[src/rtl/flash_rd_pkg.sv]
package flash_rd_pkg;
  localparam int BYTE_W = 8;

  localparam logic [BYTE_W-1:0] OP_READ  = 8'h03;
  localparam logic [BYTE_W-1:0] OP_FAST  = 8'h0B;
  localparam logic [BYTE_W-1:0] OP_SLEEP = 8'hB9;
  localparam logic [BYTE_W-1:0] OP_WAKE  = 8'hAB;

  typedef enum logic [2:0] {
    PH_OPCODE,
    PH_ADDR,
    PH_DUMMY,
    PH_DATA,
    PH_WAKE_PAD,
    PH_ID,
    PH_IGNORE
  } phase_t;

  function automatic logic [BYTE_W-1:0] fill_byte(input int idx);
    fill_byte = BYTE_W'((37 * idx + 90) % 256);
  endfunction
endpackage

[src/rtl/spi_pin_sync.sv]
module spi_pin_sync #(
  parameter int SYNC_STAGES = 2
) (
  input  logic clk,
  input  logic rst,
  input  logic sck_raw,
  input  logic cs_n_raw,
  input  logic si_raw,
  output logic sck_rise,
  output logic sck_fall,
  output logic sel,
  output logic sel_start,
  output logic si_s
);
  localparam int NSIG = 3;
  localparam logic [NSIG-1:0] IDLE_VAL = 3'b010; // {si, cs_n, sck}

  logic [NSIG-1:0]        raw;
  logic [SYNC_STAGES-1:0] pipe [NSIG];
  logic                   sck_q;
  logic                   sel_q;
  logic                   sck_s;

  assign raw = {si_raw, cs_n_raw, sck_raw};

  for (genvar g = 0; g < NSIG; g++) begin : g_sync
    always_ff @(posedge clk) begin
      if (rst) pipe[g] <= {SYNC_STAGES{IDLE_VAL[g]}};
      else     pipe[g] <= {pipe[g][SYNC_STAGES-2:0], raw[g]};
    end
  end

  assign sck_s = pipe[0][SYNC_STAGES-1];
  assign sel   = ~pipe[1][SYNC_STAGES-1];
  assign si_s  = pipe[2][SYNC_STAGES-1];

  always_ff @(posedge clk) begin
    if (rst) begin
      sck_q <= 1'b0;
      sel_q <= 1'b0;
    end else begin
      sck_q <= sck_s;
      sel_q <= sel;
    end
  end

  assign sck_rise  = sck_s & ~sck_q;
  assign sck_fall  = ~sck_s & sck_q;
  assign sel_start = sel & ~sel_q;
endmodule

[src/rtl/flash_rom.sv]
module flash_rom #(
  parameter int ADDR_W     = 20,
  parameter int STORE_BITS = 8
) (
  input  logic                              clk,
  input  logic [ADDR_W-1:0]                 addr,
  output logic [flash_rd_pkg::BYTE_W-1:0]   rdata
);
  import flash_rd_pkg::*;
  localparam int DEPTH = 1 << STORE_BITS;

  logic [BYTE_W-1:0] mem [DEPTH];

  initial begin
    for (int i = 0; i < DEPTH; i++) mem[i] = fill_byte(i);
  end

  always_ff @(posedge clk) begin
    rdata <= mem[addr[STORE_BITS-1:0]];
  end
endmodule

[src/rtl/flash_cmd_fsm.sv]
module flash_cmd_fsm #(
  parameter int                          ADDR_W  = 20,
  parameter logic [flash_rd_pkg::BYTE_W-1:0] ID_BYTE = 8'h13
) (
  input  logic                            clk,
  input  logic                            rst,
  input  logic                            sck_rise,
  input  logic                            sck_fall,
  input  logic                            sel,
  input  logic                            sel_start,
  input  logic                            si_s,
  input  logic [flash_rd_pkg::BYTE_W-1:0] rom_rdata,
  output logic [ADDR_W-1:0]               rom_addr,
  output logic                            so,
  output logic                            so_en,
  output logic                            pwr_down,
  output logic                            ignoring,
  output logic                            byte_load,
  output logic [2:0]                      bit_idx
);
  import flash_rd_pkg::*;
  localparam int ADDR_BYTES = 3;
  localparam int WAKE_PAD   = 3;

  phase_t            phase_q;
  logic [2:0]        bit_q;
  logic [1:0]        cnt_q;
  logic [6:0]        in_sr;
  logic [ADDR_W-1:0] addr_q;
  logic              fast_q;
  logic              pd_q;
  logic [BYTE_W-1:0] out_sr;
  logic              so_q;
  logic              so_en_q;
  logic [BYTE_W-1:0] in_byte;
  logic              out_phase;
  logic [BYTE_W-1:0] next_byte;

  assign in_byte   = {in_sr, si_s};
  assign out_phase = (phase_q == PH_DATA) || (phase_q == PH_ID);
  assign byte_load = sel && sck_fall && out_phase && (bit_q == 3'd0);
  assign next_byte = (phase_q == PH_ID) ? ID_BYTE : rom_rdata;

  always_ff @(posedge clk) begin
    if (rst) begin
      phase_q <= PH_OPCODE;
      bit_q   <= '0;
      cnt_q   <= '0;
      in_sr   <= '0;
      addr_q  <= '0;
      fast_q  <= 1'b0;
      pd_q    <= 1'b0;
      out_sr  <= '0;
      so_q    <= 1'b0;
      so_en_q <= 1'b0;
    end else begin
      if (!sel) so_en_q <= 1'b0;
      if (sel_start) begin
        phase_q <= PH_OPCODE;
        bit_q   <= '0;
        cnt_q   <= '0;
      end else if (sel && sck_rise) begin
        in_sr <= {in_sr[5:0], si_s};
        bit_q <= bit_q + 3'd1;
        if (bit_q == 3'd7) begin
          unique case (phase_q)
            PH_OPCODE: begin
              cnt_q <= '0;
              if (pd_q) begin
                if (in_byte == OP_WAKE) begin
                  pd_q    <= 1'b0;
                  phase_q <= PH_WAKE_PAD;
                end else begin
                  phase_q <= PH_IGNORE;
                end
              end else begin
                unique case (in_byte)
                  OP_READ: begin phase_q <= PH_ADDR; fast_q <= 1'b0; end
                  OP_FAST: begin phase_q <= PH_ADDR; fast_q <= 1'b1; end
                  OP_SLEEP: begin pd_q <= 1'b1; phase_q <= PH_IGNORE; end
                  OP_WAKE: phase_q <= PH_WAKE_PAD;
                  default: phase_q <= PH_IGNORE;
                endcase
              end
            end
            PH_ADDR: begin
              addr_q <= {addr_q[ADDR_W-BYTE_W-1:0], in_byte};
              cnt_q  <= cnt_q + 2'd1;
              if (cnt_q == 2'(ADDR_BYTES - 1))
                phase_q <= fast_q ? PH_DUMMY : PH_DATA;
            end
            PH_DUMMY: phase_q <= PH_DATA;
            PH_WAKE_PAD: begin
              cnt_q <= cnt_q + 2'd1;
              if (cnt_q == 2'(WAKE_PAD - 1)) phase_q <= PH_ID;
            end
            default: ;
          endcase
        end
      end else if (sel && sck_fall && out_phase) begin
        so_en_q <= 1'b1;
        if (bit_q == 3'd0) begin
          so_q   <= next_byte[BYTE_W-1];
          out_sr <= {next_byte[BYTE_W-2:0], 1'b0};
          if (phase_q == PH_DATA) addr_q <= addr_q + 1'b1;
        end else begin
          so_q   <= out_sr[BYTE_W-1];
          out_sr <= {out_sr[BYTE_W-2:0], 1'b0};
        end
      end
    end
  end

  assign rom_addr = addr_q;
  assign so       = so_q;
  assign so_en    = so_en_q;
  assign pwr_down = pd_q;
  assign ignoring = (phase_q == PH_IGNORE);
  assign bit_idx  = bit_q;
endmodule

[src/rtl/spi_flash_rd_slave.sv]
module spi_flash_rd_slave #(
  parameter int          ADDR_W      = 20,
  parameter int          STORE_BITS  = 8,
  parameter int          SYNC_STAGES = 2,
  parameter logic [7:0]  ID_BYTE     = 8'h13
) (
  input  logic clk,
  input  logic rst,
  input  logic spi_sck,
  input  logic spi_cs_n,
  input  logic spi_si,
  output logic spi_so,
  output logic spi_so_en
);
  import flash_rd_pkg::*;

  logic              sck_rise_w;
  logic              sck_fall_w;
  logic              sel_w;
  logic              sel_start_w;
  logic              si_w;
  logic [BYTE_W-1:0] rom_data_w;
  logic [ADDR_W-1:0] rom_addr_w;
  logic              pd_w;
  logic              ign_w;
  logic              load_w;
  logic [2:0]        bitcnt_w;

  spi_pin_sync #(.SYNC_STAGES(SYNC_STAGES)) u_sync (
    .clk(clk), .rst(rst),
    .sck_raw(spi_sck), .cs_n_raw(spi_cs_n), .si_raw(spi_si),
    .sck_rise(sck_rise_w), .sck_fall(sck_fall_w),
    .sel(sel_w), .sel_start(sel_start_w), .si_s(si_w)
  );

  flash_rom #(.ADDR_W(ADDR_W), .STORE_BITS(STORE_BITS)) u_rom (
    .clk(clk), .addr(rom_addr_w), .rdata(rom_data_w)
  );

  flash_cmd_fsm #(.ADDR_W(ADDR_W), .ID_BYTE(ID_BYTE)) u_fsm (
    .clk(clk), .rst(rst),
    .sck_rise(sck_rise_w), .sck_fall(sck_fall_w),
    .sel(sel_w), .sel_start(sel_start_w), .si_s(si_w),
    .rom_rdata(rom_data_w), .rom_addr(rom_addr_w),
    .so(spi_so), .so_en(spi_so_en),
    .pwr_down(pd_w), .ignoring(ign_w),
    .byte_load(load_w), .bit_idx(bitcnt_w)
  );
endmodule

[config.mk]
export PLATFORM = sky130hd
export DESIGN_NAME = spi_flash_rd_slave
export DESIGN_NICKNAME = d
export VERILOG_FILES = /design/src/rtl/flash_rd_pkg.sv /design/src/rtl/spi_pin_sync.sv /design/src/rtl/flash_rom.sv /design/src/rtl/flash_cmd_fsm.sv /design/src/rtl/spi_flash_rd_slave.sv
export SDC_FILE = /design/constraint.sdc
export NUM_CORES = 1
export LEC_CHECK = 0
export BUFFER_PORTS_ARGS = -buffer_cell sky130_fd_sc_hd__buf_2
export CELL_PAD_IN_SITES_DETAIL_PLACEMENT = 1
export CELL_PAD_IN_SITES_GLOBAL_PLACEMENT = 2
export CORE_ASPECT_RATIO = 0.6
export CORE_MARGIN = 1
export CORE_UTILIZATION = 40
export DETAILED_ROUTE_END_ITERATION = 10
export PLACE_DENSITY = 0.87
export SETUP_SLACK_MARGIN = 0.3
export SYNTH_ARGS = -nofsm -noshare
export SYNTH_HDL_FRONTEND = slang
export SYNTH_SLANG_ARGS = --single-unit
[constraint.sdc]
create_clock -name clk -period 4.1 [get_ports clk]
set_clock_uncertainty 0.05 [all_clocks]
set_input_delay 0.82 -clock clk [delete_from_list [all_inputs] [get_ports clk]]
set_output_delay 0.82 -clock clk [all_outputs]
set_load 0.02 [all_outputs]
==> flow_metrics.tcl <==
set metrics [dict create \
    status "completed" \
    die-area_um2 8510 \
    drcViolationCount 0 \
    hold_path_class "register to register" \
    power_mw 0.981 \
    drive_gt1_share_pct 9.16 \
    fmax_ghz 0.358 \
    drt_iter0_markers 205 \
    required_ns 4.27 \
    syn_avg_cell_area_um2 7.92 \
    crit_family "flip-flops" \
    p_switching_mw 0.198 \
    dp_hpwl_um 6490 \
    synth_flop_cell "dfxtp_1" \
    hold_viol_final 0 \
    synth.top_cell.area_share_pct 30.8 \
    cts_made_buffers 5 \
    hold_buffers 0 \
    setup_viol 0 \
    antenna_found_initial 0 \
    synthTopCellsByArea "dfxtp_1 (31%), ha_1 (6.2%), a21oi_1 (5.2%), nand2_1 (5.0%), nor2_1 (4.6%)" \
    yosysTopAreaCell "dfxtp_1" \
    tns_ns 0 \
    grt_pass1_vias 2975 \
    path_buf_inv 1 \
    row_count 25 \
    syn_inst 411 \
    root_buffer "clkbuf_16" \
    nets 413 \
    p_per_area_nw_per_um2 284 \
    die_y_um 71.9 \
    yosysSeqAreaShare_pct 30.8 \
    post_cts_resized 0 \
    wl_um 9220 \
    grt_overflow 0 \
    final_common_cell "dfxtp_1" \
    final_cell_mix "dfxtp_1 (50), nand2_1 (43), nor2_1 (40)" \
    worstPathCellList "inv_1 -> ha_1 -> nand2_1 -> o21a_1 -> mux4_2 -> o22a_1 -> mux2i_1" \
    area_growth_pct 6.19 \
    htree_levels 2 \
    track_usage_pct 23.5 \
    path_clk_slew_ns 0.07 \
    r2r_slack_ns 1.30 \
    synth_edf_count 0 \
    power_frac_seq_pct 50.2 \
    cp-start-kind "register" \
    critPathMaxStageDelay_ns 0.70 \
    combPwrFrac_pct 1.7 \
    ys_types 67 \
    dp_slack_ns 1.32 \
    grt_max_degree 42 \
    route.detailed.wl_per_inst_um 18.4 \
    vdd.ir_drop.worst_v 0.000176 \
    nFillCells 977 \
    synthArstFlopShare_pct 0 \
    start_util_pct 41.3 \
    cp.arrival_ns 2.97 \
    syn_area_um2 3250 \
    die_w_um 118 \
    endpoint_kind "register" \
    maxSlewViolCount 0 \
    syn_nets 432 \
    post-cts-setup-buffer-count 0 \
    clkPwrFrac_pct 48.1 \
    sw_frac_of_total_pct 20.2 \
    internal_power_mw 0.783 \
    n_antenna_cell 0 \
    maxCapViolCount 0 \
    fin_crit_ns 2.80 \
    finalCritPeriodShare_pct 68.2 \
    worst-setup-path-type "register to register" \
    yosys_warnings 0 \
    top_level_ports 7 \
    grt_pass1_wl_um 15800 \
    grt_setup_unrepaired "false" \
    vias 2948 \
    ys_ff_latch 50 \
    cts.sinks 50 \
    p_leak_nw 1.16 \
    tightestPinTransition_ns 0.965 \
    setup_ws_ns 1.30 \
    slew_headroom_pct 35.6 \
    core_um2 7880 \
    postRouteAntennaNets 0 \
    clk_path_buf_depth 2 \
    gp_congestion 0.854 \
    dr.pass1.iters 4 \
    path_max_fanout 17 \
    cpMaxStageDelayCell "dfxtp_1" \
    port_buffers 6 \
    routed_via_density 5.88 \
    insertion_delay_ns 0.29 \
    cts_tree "done" \
]
[cell usage after synthesis (all sizes together), types with 2 or more instances]
cell,instances
ha,16
o31ai,5
nand2b,7
nand4,2
nor2b,14
a211oi,7
inv,14
o41ai,3
nor4b,2
o221ai,4
o21ai,22
a311oi,5
mux2i,13
o211ai,2
and2,3
o21a,2
clkbuf,17
nor2,40
buf,19
or2,5
nor3b,4
a21oi,34
xor2,2
nand3b,3
mux4,2
mux2,3
o211a,4
xnor2,2
a221oi,7
nand2,44
o2111ai,2
a31oi,5
dfxtp,50
nor3,14
nand3,9
and3,2
[state kept, by name, indices dropped and copies added, names as in the netlist, 2 cells and up]
name and cells:
u_fsm.out_sr 7, u_fsm.cnt_q 2, u_fsm.bit_idx 3, u_fsm.rom_addr 8, u_sync.pipe 6, u_rom.rdata 8, u_fsm.in_sr 7, u_fsm.phase_q 3
[final timing paths]
path                             startpoint                            to  cells past startpoint
max          u_fsm.rom_addr[1]$_SDFFE_PP0P_        u_rom.rdata[6]$_DFF_P_                      7
min            u_sync.pipe[1][0]$_SDFF_PP1_  u_sync.pipe[1][1]$_SDFF_PP1_                      1
max reg2reg  u_fsm.rom_addr[1]$_SDFFE_PP0P_        u_rom.rdata[6]$_DFF_P_                      7
min reg2reg    u_sync.pipe[1][0]$_SDFF_PP1_  u_sync.pipe[1][1]$_SDFF_PP1_                      1
[stage by stage]
stage	hold WS (ns)	utilization [%]	area (µm²)	std cells
6_report	0.364	43.8	3460	501
5_1_grt	0.388	43.8	3460	501
4_1_cts	0.369	43.8	3460	501
3_5_place_dp	0.353	41.7	3290	493
3_3_place_gp	0.344	41.7	3290	493
2_1_floorplan	0.339	-	3250	411
[area by class of cell]
class,count,area (µm²),area share (%)
well taps,108,135,3.91
clock inverters,2,37.5,1.09
multi-input cells,311,2040,59.1
inverters,14,52.6,1.52
clock buffers,6,129,3.73
repair buffers,10,60.1,1.74
flip-flops and latches,50,1000,29.0
[per-layer routing]
metal | vias up | share of wire [%] | global-route usage [%]
li1 | 1445 | - | -
met1 | 1439 | 55 | 36.6
met2 | 58 | 40 | 33.2
met3 | 6 | 4.1 | 3.90
met4 | 0 | 0.81 | 5.49
met5 | - | 0 | 0
[power groups by stage]
| stage | clock network, mW | logic [mW] | registers, mW |
|---|---|---|---|
| finish | 0.472 | 0.0169 | 0.492 |
| global route | 0.502 | 0.0189 | 0.492 |
| detailed placement | 0 | 0.0167 | 0.503 |
| floorplan | 0 | 0.0125 | 0.502 |
| global placement | 0 | 0.0163 | 0.503 |
| CTS | 0.481 | 0.0169 | 0.492 |
[cells by family (layout without fill, tap and decap cells)]
| logic type | Yosys count | in the layout | share of synthesized area, % |
|---|---|---|---|
| mux | 18 | 18 | 6.42 |
| buf+inv | 50 | 32 | 6.54 |
| simple gates | 159 | 159 | 25.4 |
| xor+xnor | 4 | 4 | 1.08 |
| compound gates | 113 | 113 | 23.4 |
| fa+ha+maj | 17 | 17 | 6.46 |
| flops | 50 | 50 | 30.8 |
[worst register-to-register path, cell delays in order (launching register included)]
cell     delay (ns)
dfxtp_1        0.70
inv_1          0.34
ha_1           0.61
nand2_1        0.12
o21a_1         0.14
mux4_2         0.45
o22a_1         0.20
mux2i_1        0.12
No activity file was read; power rests on OpenSTA's default activity.
